--- src/rtl/sps_pkg.sv ---
package sps_pkg;
  typedef enum logic [1:0] {
    M_RIPPLE  = 2'd0,
    M_DOMINO  = 2'd1,
    M_REVERSE = 2'd2,
    M_BISECT  = 2'd3
  } srch_mode_e;

  typedef enum logic [1:0] {
    S_IDLE   = 2'd0,
    S_LAUNCH = 2'd1,
    S_WAIT   = 2'd2,
    S_DONE   = 2'd3
  } sps_state_e;
endpackage

--- src/rtl/sps_window.sv ---
module sps_window #(
  parameter int VEC_W = 8
) (
  input  logic             en,
  input  logic [VEC_W-1:0] idx,
  input  logic [VEC_W-1:0] lo,
  input  logic [VEC_W-1:0] hi,
  output logic             hit
);
  function automatic logic in_win(input logic [VEC_W-1:0] i,
                                  input logic [VEC_W-1:0] a,
                                  input logic [VEC_W-1:0] b);
    return (i >= a) && (i <= b);
  endfunction

  assign hit = en && in_win(idx, lo, hi);
endmodule

--- src/rtl/sps_step.sv ---
module sps_step
  import sps_pkg::*;
#(
  parameter int VEC_W = 8
) (
  input  srch_mode_e       mode,
  input  logic             pass,
  input  logic             probe,
  input  logic [VEC_W-1:0] last,
  input  logic [VEC_W-1:0] lo,
  input  logic [VEC_W-1:0] hi,
  input  logic [VEC_W-1:0] blo,
  input  logic [VEC_W-1:0] bhi,
  output logic             stop,
  output logic             found,
  output logic [VEC_W-1:0] fidx,
  output logic [VEC_W-1:0] nlo,
  output logic [VEC_W-1:0] nhi,
  output logic [VEC_W-1:0] nblo,
  output logic [VEC_W-1:0] nbhi,
  output logic             nprobe
);
  function automatic logic [VEC_W-1:0] mid(input logic [VEC_W-1:0] a,
                                           input logic [VEC_W-1:0] b);
    logic [VEC_W:0] s;
    s = {1'b0, a} + {1'b0, b};
    return s[VEC_W:1];
  endfunction

  logic [VEC_W-1:0] lo2, hi2;

  always_comb begin
    stop   = 1'b0;
    found  = 1'b0;
    fidx   = hi;
    nlo    = lo;
    nhi    = hi;
    nblo   = blo;
    nbhi   = bhi;
    nprobe = probe;
    lo2    = pass ? hi + 1'b1 : blo;
    hi2    = pass ? bhi : hi;
    case (mode)
      M_RIPPLE, M_DOMINO: begin
        if (!pass) begin
          stop  = 1'b1;
          found = 1'b1;
        end else if (hi == last) begin
          stop = 1'b1;
        end else begin
          nhi = hi + 1'b1;
          if (mode == M_RIPPLE) nlo = hi + 1'b1;
        end
      end
      M_REVERSE: begin
        if (pass) begin
          stop = 1'b1;
          if (hi != last) begin
            found = 1'b1;
            fidx  = hi + 1'b1;
          end
        end else if (hi == '0) begin
          stop  = 1'b1;
          found = 1'b1;
        end else begin
          nhi = hi - 1'b1;
        end
      end
      default: begin
        if (probe) begin
          if (pass) begin
            stop = 1'b1;
          end else if (last == '0) begin
            stop  = 1'b1;
            found = 1'b1;
            fidx  = '0;
          end else begin
            nprobe = 1'b0;
            nblo   = '0;
            nbhi   = last;
            nhi    = mid('0, last);
          end
        end else if (lo2 == hi2) begin
          stop  = 1'b1;
          found = 1'b1;
          fidx  = lo2;
        end else begin
          nblo = lo2;
          nbhi = hi2;
          nhi  = mid(lo2, hi2);
        end
      end
    endcase
  end
endmodule

--- src/rtl/period_sequencer.sv ---
module period_sequencer
  import sps_pkg::*;
#(
  parameter int VEC_W = 8
) (
  input  logic             clk,
  input  logic             rst_n,
  input  logic             start_i,
  input  logic [1:0]       mode_i,
  input  logic [VEC_W-1:0] last_vec_i,
  input  logic [VEC_W-1:0] vec_idx_i,
  input  logic             run_done_i,
  input  logic             run_pass_i,
  output logic             use_short_o,
  output logic             run_start_o,
  output logic             busy_o,
  output logic             done_o,
  output logic             found_o,
  output logic [VEC_W-1:0] fail_idx_o
);
  sps_state_e       st;
  srch_mode_e       mode_q, mode_in;
  logic [VEC_W-1:0] last_q, sh_lo, sh_hi, b_lo, b_hi;
  logic             probe_q;

  logic             s_stop, s_found, s_probe;
  logic [VEC_W-1:0] s_fidx, s_lo, s_hi, s_blo, s_bhi;

  logic             pass_end;
  logic             idle_like;

  assign mode_in   = srch_mode_e'(mode_i);
  assign pass_end  = (st == S_WAIT) && run_done_i;
  assign idle_like = (st == S_IDLE) || (st == S_DONE);

  sps_step #(.VEC_W(VEC_W)) u_step (
    .mode(mode_q), .pass(run_pass_i), .probe(probe_q), .last(last_q),
    .lo(sh_lo), .hi(sh_hi), .blo(b_lo), .bhi(b_hi),
    .stop(s_stop), .found(s_found), .fidx(s_fidx),
    .nlo(s_lo), .nhi(s_hi), .nblo(s_blo), .nbhi(s_bhi), .nprobe(s_probe)
  );

  sps_window #(.VEC_W(VEC_W)) u_win (
    .en(st == S_WAIT), .idx(vec_idx_i), .lo(sh_lo), .hi(sh_hi), .hit(use_short_o)
  );

  always_ff @(posedge clk) begin
    if (!rst_n) begin
      st         <= S_IDLE;
      mode_q     <= M_RIPPLE;
      last_q     <= '0;
      sh_lo      <= '0;
      sh_hi      <= '0;
      b_lo       <= '0;
      b_hi       <= '0;
      probe_q    <= 1'b0;
      found_o    <= 1'b0;
      fail_idx_o <= '0;
    end else begin
      case (st)
        S_LAUNCH: st <= S_WAIT;
        S_WAIT: begin
          if (run_done_i) begin
            if (s_stop) begin
              st         <= S_DONE;
              found_o    <= s_found;
              fail_idx_o <= s_found ? s_fidx : '0;
            end else begin
              st      <= S_LAUNCH;
              sh_lo   <= s_lo;
              sh_hi   <= s_hi;
              b_lo    <= s_blo;
              b_hi    <= s_bhi;
              probe_q <= s_probe;
            end
          end
        end
        default: begin
          if (start_i) begin
            st         <= S_LAUNCH;
            mode_q     <= mode_in;
            last_q     <= last_vec_i;
            sh_lo      <= '0;
            sh_hi      <= (mode_in == M_RIPPLE || mode_in == M_DOMINO) ? '0 : last_vec_i;
            b_lo       <= '0;
            b_hi       <= last_vec_i;
            probe_q    <= (mode_in == M_BISECT);
            found_o    <= 1'b0;
            fail_idx_o <= '0;
          end
        end
      endcase
    end
  end

  assign run_start_o = (st == S_LAUNCH);
  assign busy_o      = (st == S_LAUNCH) || (st == S_WAIT);
  assign done_o      = (st == S_DONE);

  // a pass request never lasts beyond one cycle
  a_r3_single_launch: assert property (@(posedge clk) disable iff (!rst_n)
    run_start_o |=> !run_start_o);

  // relaxed period whenever no pass is pending
  a_r2_relaxed_outside: assert property (@(posedge clk) disable iff (!rst_n)
    !busy_o |-> !use_short_o);

  // ripple keeps a single shortened vector
  a_r4_ripple_single: assert property (@(posedge clk) disable iff (!rst_n)
    (busy_o && mode_q == M_RIPPLE) |-> (sh_lo == sh_hi));

  // prefix-based strategies always anchor the window at index 0
  a_r5_prefix_anchor: assert property (@(posedge clk) disable iff (!rst_n)
    (busy_o && mode_q != M_RIPPLE) |-> (sh_lo == '0));

  // sampled settings and window hold while a pass is pending
  a_r9_hold_settings: assert property (@(posedge clk) disable iff (!rst_n)
    (st == S_WAIT && !pass_end) |=> ($stable(mode_q) && $stable(last_q) &&
                                     $stable(sh_lo) && $stable(sh_hi)));

  // result holds in done until a new start
  a_r10_result_hold: assert property (@(posedge clk) disable iff (!rst_n)
    (done_o && !start_i) |=> (done_o && $stable(fail_idx_o) && $stable(found_o)));

  // a reported index lies inside the vector set
  a_r4_index_range: assert property (@(posedge clk) disable iff (!rst_n)
    (found_o && idle_like) |-> (fail_idx_o <= last_q));
endmodule

--- config.mk ---
export PLATFORM = sky130hd
export DESIGN_NAME = period_sequencer
export DESIGN_NICKNAME = d
export VERILOG_FILES = /design/src/rtl/sps_pkg.sv /design/src/rtl/sps_window.sv /design/src/rtl/sps_step.sv /design/src/rtl/period_sequencer.sv
export SDC_FILE = /design/constraint.sdc
export NUM_CORES = 1
export LEC_CHECK = 0
export BUFFER_PORTS_ARGS = -buffer_cell sky130_fd_sc_hd__buf_4
export CAP_MARGIN = 20
export CORE_MARGIN = 2
export CORE_UTILIZATION = 40
export CTS_CLUSTER_DIAMETER = 100
export DETAILED_ROUTE_END_ITERATION = 6
export SLEW_MARGIN = 20
export SYNTH_ARGS = -nofsm -noshare
export SYNTH_HDL_FRONTEND = slang
export SYNTH_SLANG_ARGS = --single-unit
--- constraint.sdc ---
create_clock -name clk -period 7.35 [get_ports clk]
set_input_delay 0.735 -clock clk [delete_from_list [all_inputs] [get_ports clk]]
set_output_delay 0.735 -clock clk [all_outputs]
set_load 0.01 [all_outputs]
# --- After elaboration in Yosys (flattened, before gate mapping) ---
# Cells that the tools add are included.
word_totals:
  reg_bits: 54
  in_bits: 23
  out_inout_bits: 13
  elab_cells: 146
op_classes:
  addsub: 3
  n_lt_le_gt_ge: 2
  eq_ne: 28
  muxes: 81
  bitwise: 2
  n_reduce_logical: 20
op_table:
  columns: ["operator", "count"]
  rows:
  - ["8-bit two-way mux", 45]
  - ["8-bit case mux with 2 select lines", 7]
  - ["1-bit two-way mux", 21]
  - ["3-bit inequality test (second input constant)", 7]
  - ["8-bit == test", 2]
  - ["8-bit logical NOT", 2]
  - ["2-bit inequality test (second input constant)", 8]
  - ["8-bit AND reduction", 2]
  - ["11-bit AND reduction", 1]
  - ["5-bit inequality test (second input constant)", 2]
  - ["8-bit by 8-bit adder with 9-bit output", 1]
  - ["8-bit by 1-bit adder with 8-bit output (second input constant)", 1]
  - ["2-bit == test (second input constant)", 4]
  - ["8-bit >= comparator", 1]
  - ["8-bit less-or-equal comparator", 1]
  - ["8-bit inequality test", 1]
  - ["1-bit case mux with 2 select lines", 4]
  - ["8-bit by 1-bit subtractor with 8-bit output (second input constant)", 1]
  - ["2-bit by 1-bit == test with 1-bit output (second input constant)", 3]
  - ["2-bit two-way mux", 3]
  - ["5-bit AND reduction", 1]
  - ["2-bit logical NOT", 2]
  - ["4-bit inequality test (second input constant)", 1]
  - ["2-bit case mux with 2 select lines", 1]
  - ["other kinds (9)", 14]

# --- Longest topological paths before layout ---
depth:
  ltp_word: 10
  depth_mapped: 14
  ltp_nobuf: 13

# --- Cells and area by module ---
# A second synthesis with hierarchy kept.
hier_totals:
  cells_unflattened: 690
  hier_area_um2: 5036.1
by_module_without_submodules:
  columns: ["module", "n_inst", "cells_each", "area_each_um2", "seq_area_each_um2"]
  rows:
  - ["period_sequencer", 1, 293, 2502.4, 1081.0]
  - ["sps_step", 1, 344, 2148.3, 0.0]
  - ["sps_window", 1, 53, 385.4, 0.0]

# --- Worst setup path after synthesis ---
# OpenSTA, ideal clock, no wires.
synth_timing:
  path_type: "input-to-reg"
  start: "input run_pass_i"
  end: "register fail_idx_o[5]"
  setup_ns: 0.088
  t_arrival_ns: 3.062
  required_ns: 7.262
  path_slack_ns: 4.200
  stages: 10
  n_path_buf: 2
  path_cell_list: "buf_2 clkbuf_1 o21ai_0 ha_1 nor4_2 nand3_2 a32oi_2 o311a_1 o21ai_0 o32ai_2"
synth_via:
  elab_chain_cells: 9
  elab_cells_between_ends: 25
  cone_classes: "eq/ne (2); mux (22); reduce/logical (1)"
synth_rtl:
  columns: ["element", "line", "text"]
  rows:
  - ["start, declared", "period_sequencer.sv:13", "input logic run_pass_i,"]
  - ["8-bit two-way mux, on equally long branches", "sps_step.sv:41, sps_step.sv:42", null]
  - ["8-bit == test", "sps_step.sv:83", "end else if (lo2 == hi2) begin"]
  - ["8-bit two-way mux / 1-bit two-way mux (equally long branches)", "sps_step.sv:83", null]
  - ["8-bit two-way mux / 1-bit two-way mux (equally long branches)", "sps_step.sv:70", "if (probe) begin"]
  - ["8-bit case mux with 2 select lines / 1-bit case mux with 2 select lines (equally long branches)", "sps_step.sv:43", "case (mode)"]
  - ["8-bit two-way mux", "period_sequencer.sv:67", "fail_idx_o <= s_found ? s_fidx : '0;"]
  - ["8-bit two-way mux", "period_sequencer.sv:64", "if (s_stop) begin"]
  - ["8-bit two-way mux", "period_sequencer.sv:63", "if (run_done_i) begin"]
  - ["8-bit case mux with 2 select lines", "period_sequencer.sv:60", "case (st)"]
  - ["end signal, assigned", "period_sequencer.sv:67", null]
  - ["end, declared", "period_sequencer.sv:19", "output logic [VEC_W-1:0] fail_idx_o"]
# Parallel ways exist; a longest one is shown, timed or not. The select of a mux whose other input is x is not followed.
# A chain may end at the register's enable or synchronous reset.

# --- Worst setup path in the final report ---
layout_timing:
  start: "register sh_hi[2]"
  end: "register fail_idx_o[1]"
layout_via:
  elab_chain_cells: 10
  elab_cells_between_ends: 29
  cone_classes: "add/sub (1); eq/ne (4); mux (22); reduce/logical (2)"
layout_rtl:
  columns: ["element", "line", "text"]
  rows:
  - ["start, declared", "period_sequencer.sv:23", "logic [VEC_W-1:0] last_q, sh_lo, sh_hi, b_lo, b_hi;"]
  - ["start signal, assigned", "period_sequencer.sv:71", "sh_hi <= s_hi;"]
  - ["start signal, assigned", "period_sequencer.sv:84", "sh_hi <= (mode_in == M_RIPPLE || mode_in == M_DOMINO) ? '0 : last_vec_i;"]
  - ["8-bit by 1-bit adder with 8-bit output", "sps_step.sv:41", "lo2 = pass ? hi + 1'b1 : blo;"]
  - ["8-bit two-way mux", "sps_step.sv:41", null]
  - ["8-bit == test", "sps_step.sv:83", null]
  - ["8-bit two-way mux / 1-bit two-way mux (equally long branches)", "sps_step.sv:83", null]
  - ["8-bit two-way mux / 1-bit two-way mux (equally long branches)", "sps_step.sv:70", null]
  - ["8-bit case mux with 2 select lines / 1-bit case mux with 2 select lines (equally long branches)", "sps_step.sv:43", null]
  - ["8-bit two-way mux", "period_sequencer.sv:67", null]
  - ["8-bit two-way mux", "period_sequencer.sv:64", null]
  - ["8-bit two-way mux", "period_sequencer.sv:63", null]
  - ["8-bit case mux with 2 select lines", "period_sequencer.sv:60", null]
# Parallel ways exist; a longest one is shown, timed or not. The select of a mux whose other input is x is not followed.

==> results.toml <==
[run_status]
status = "complete, no violations"

[floorplan]
die_y_um = 107.7
die_w_um = 107.7
start_util_pct = 41.45
ioPinCount = 36
core_mm2 = 0.01037
die-area_mm2 = 0.01159
rows = 37

[sta]
setup_violations = 0
max_freq_mhz = 260.8
finalHoldViolCount = 0
rsz0062_at_grt = "no"
slew_headroom_pct = 49.07
tightest_slew_ns = 0.7640
slew_violations = 0
fin_ws_ns = 3.515
period_minus_slack_ns = 3.835
finClkSkew_ns = 0.009089
setup_tns_ns = 0
finalCritPeriodShare_pct = 52.18

[routing]
viasPerCell = 6.183
ant_nets = 0
dr.pass1.iters = 5
dr_total_vias = 4291
wl_mm = 14.13
routedWlPerCell_um = 20.36
drc_errors = 0
first_iter_violations = 447

[clock_tree]
path_clk_slew_ns = 0.10
cts_buffer_depth = 2
root_buffer = "clkbuf_8"
cts_buffers = 5
clock_latency_ns = 0.32
clkSinkCount = 54
post_cts_buffers = 0
cts_tree = "done"
cts_hold_buf = 0
ctsResizeCount = 0
htreeDepth = 2

[finish]
antenna_cells = 0
drive_gt1_share_pct = 13.98
syn2layout_area_growth_pct = 9.549
fin_nets = 613
utilization_pct = 45.40
finalNonFillerCells = 694

[setup_path]
end_kind = "register"
critPathBufInv = 0
cpPeakStageDelay_ns = 0.69
cp_max_fo = 16
worstPathArrival_ns = 4.06
reg2reg_slack_ns = 3.52
critPathSlowestCell = "dfxtp_1"
worst-setup-path-type = "register to register"
crit_chain = "and3_1 -> nand3_1 -> xnor2_1 -> mux2_2 -> ha_1 -> nor4_2 -> nand3_2 -> a32oi_2 -> o311a_1 -> o21ai_1 -> o32ai_1"
worstPathRequired_ns = 7.58
setup.worst_path.start_class = "register"
path_delay_family = "compound AO/OA/AOI/OAI gates"

[pwr]
p_leak_nw = 1.809
finalPower_mw = 0.8883
p_per_area_mw_per_mm2 = 188.7
ir_worst_vdd_mv = 0.07927

[place]
hpwl_mm = 10.54
place_ws_ns = 3.165
io_buffers = 35
dp_cells = 687
gp_congestion = 0.9710

[synthesis]
ys_warn_count = 0
synth_cells = 547
synth_flop_cell = "dfxtp_1"
synth_edf_count = 0
ys_seq_area_share_pct = 25.15
async_reset_ff_share_pct = 0
synth_area_mm2 = 0.004298
ys_types = 70
synth_nets = 602
ys_ff_latch = 54
avgSynthCellArea_um2 = 7.857

[global_routing]
grt_pass1_vias = 4025
globalRouteOverflowTotal = 0
grt_max_degree = 34
antenna_found_initial = 0
track_usage_pct = 25.09
grt_pass1_wl_mm = 22.56

[hold_path]
hold_path.class = "register to register"

[job]
cap_violations = 0
[worst min-delay path, stage by stage (launching register included)]
cell     delay [ns]
dfxtp_1        0.32
nand2_1        0.05
a21oi_1        0.05
[where the power goes]
group,leakage [nW],internal [mW],switching [mW]
clock,0.0573,0.109,0.102
combinational,1.31,0.121,0.213
sequential,0.440,0.311,0.0310
[cell usage after synthesis, types with 5 or more instances]
| cell type | count | area share (%) |
|---|---|---|
| nand2_1 | 72 | 6.3 |
| dfxtp_1 | 54 | 25 |
| nor2_1 | 47 | 4.1 |
| a21oi_1 | 36 | 4.2 |
| ha_1 | 31 | 9.0 |
| o21ai_0 | 30 | 3.5 |
| inv_1 | 24 | 2.1 |
| nand3_1 | 22 | 2.6 |
| clkbuf_1 | 20 | 1.7 |
| xor2_1 | 13 | 2.6 |
| a211oi_1 | 12 | 2.1 |
| o211ai_1 | 12 | 2.1 |
| nand2b_1 | 10 | 1.5 |
| xnor2_1 | 10 | 2.0 |
| a311oi_1 | 9 | 1.8 |
| buf_2 | 9 | 1.0 |
| mux2i_1 | 9 | 2.1 |
| and3_1 | 8 | 1.2 |
| nor3_1 | 8 | 0.93 |
| o21a_1 | 7 | 1.2 |
| a21o_1 | 5 | 0.87 |
| a221o_1 | 5 | 1.2 |
| a31oi_1 | 5 | 0.73 |
[flip-flops by register name (all words and copies together), names as in the netlist]
name / cells
sh_hi: 8
b_lo: 8
last_q: 8
probe_q: 1
fail_idx_o: 8
b_hi: 8
sh_lo: 8
found_o: 1
st: 2
mode_q: 2
[area by class of cell]
cell class | count | area [µm²]
Inverter | 27 | 101.3
Sequential cell | 54 | 1081
Fill cell | 1053 | 5662
Tap cell | 136 | 170.2
Clock inverter | 1 | 30.03
Clock buffer | 6 | 82.58
Timing Repair Buffer | 40 | 300.3
Multi-Input combinational cell | 430 | 2943
[worst paths after layout]
check,from,end,cells past startpoint
worst min register to register,b_lo[5],b_lo[5],2
worst max register to register,sh_hi[2],fail_idx_o[1],11
worst min-delay path,b_lo[5],b_lo[5],2
worst max-delay path,sh_hi[2],fail_idx_o[1],11
[cells by family (layout without fill, tap and decap cells)]
| kind of cell | Yosys count | in the layout | synth area share (%) |
|---|---|---|---|
| buffers and inverters | 63 | 74 | 6.550 |
| adder cells (fa/ha/maj) | 32 | 32 | 9.491 |
| multiplexers | 14 | 14 | 3.581 |
| flip-flops | 54 | 54 | 25.15 |
| AO/OA/AOI/OAI | 166 | 166 | 28.27 |
| XOR/XNOR | 23 | 23 | 4.687 |
| AND/OR/NAND/NOR | 195 | 195 | 22.27 |
[through the flow]
| stage | instance area [µm²] | hold slack [ns] |
|---|---|---|
| 2_1_floorplan | 4298 | 0.4294 |
| 3_5_place_dp | 4588 | 0.4485 |
| 6_report | 4708 | 0.4598 |
| 3_3_place_gp | 4588 | 0.4414 |
| 5_1_grt | 4708 | 0.4905 |
| 4_1_cts | 4701 | 0.4632 |
[placed cells by master, fill, tap and decap left out, drive strengths merged, types with 3 or more instances in the layout]
cell    Yosys  final
nand4       4      4
mux2i       9      9
a21o        5      5
o22ai       4      4
ha         31     31
nand2b     10     10
a221o       5      5
buf        16     40
a32oi       3      3
nor3        9      9
dfxtp      54     54
and3        8      8
o221ai      4      4
nor3b       3      3
o21ai      34     34
o32ai       7      7
a21oi      37     37
mux2        5      5
clkbuf     20      6
a311oi      9      9
inv        25     25
xor2       13     13
o21a        7      7
nor4        8      8
o21bai      4      4
o211ai     13     13
nand3      25     25
a31oi       6      6
nor2       48     48
nand2      74     74
a211oi     12     12
xnor2      10     10
[per-layer routing]
layer	GRT usage, %	vias up	part of all wire [%]	wire [µm]
li1	-	2007	-	-
met1	35.39	2052	45	6351
met2	40.07	207	46	6515
met3	3.027	25	6.7	948
met4	7.234	0	2.2	316
met5	0	-	0	0
(Power assumes the default switching activity.)
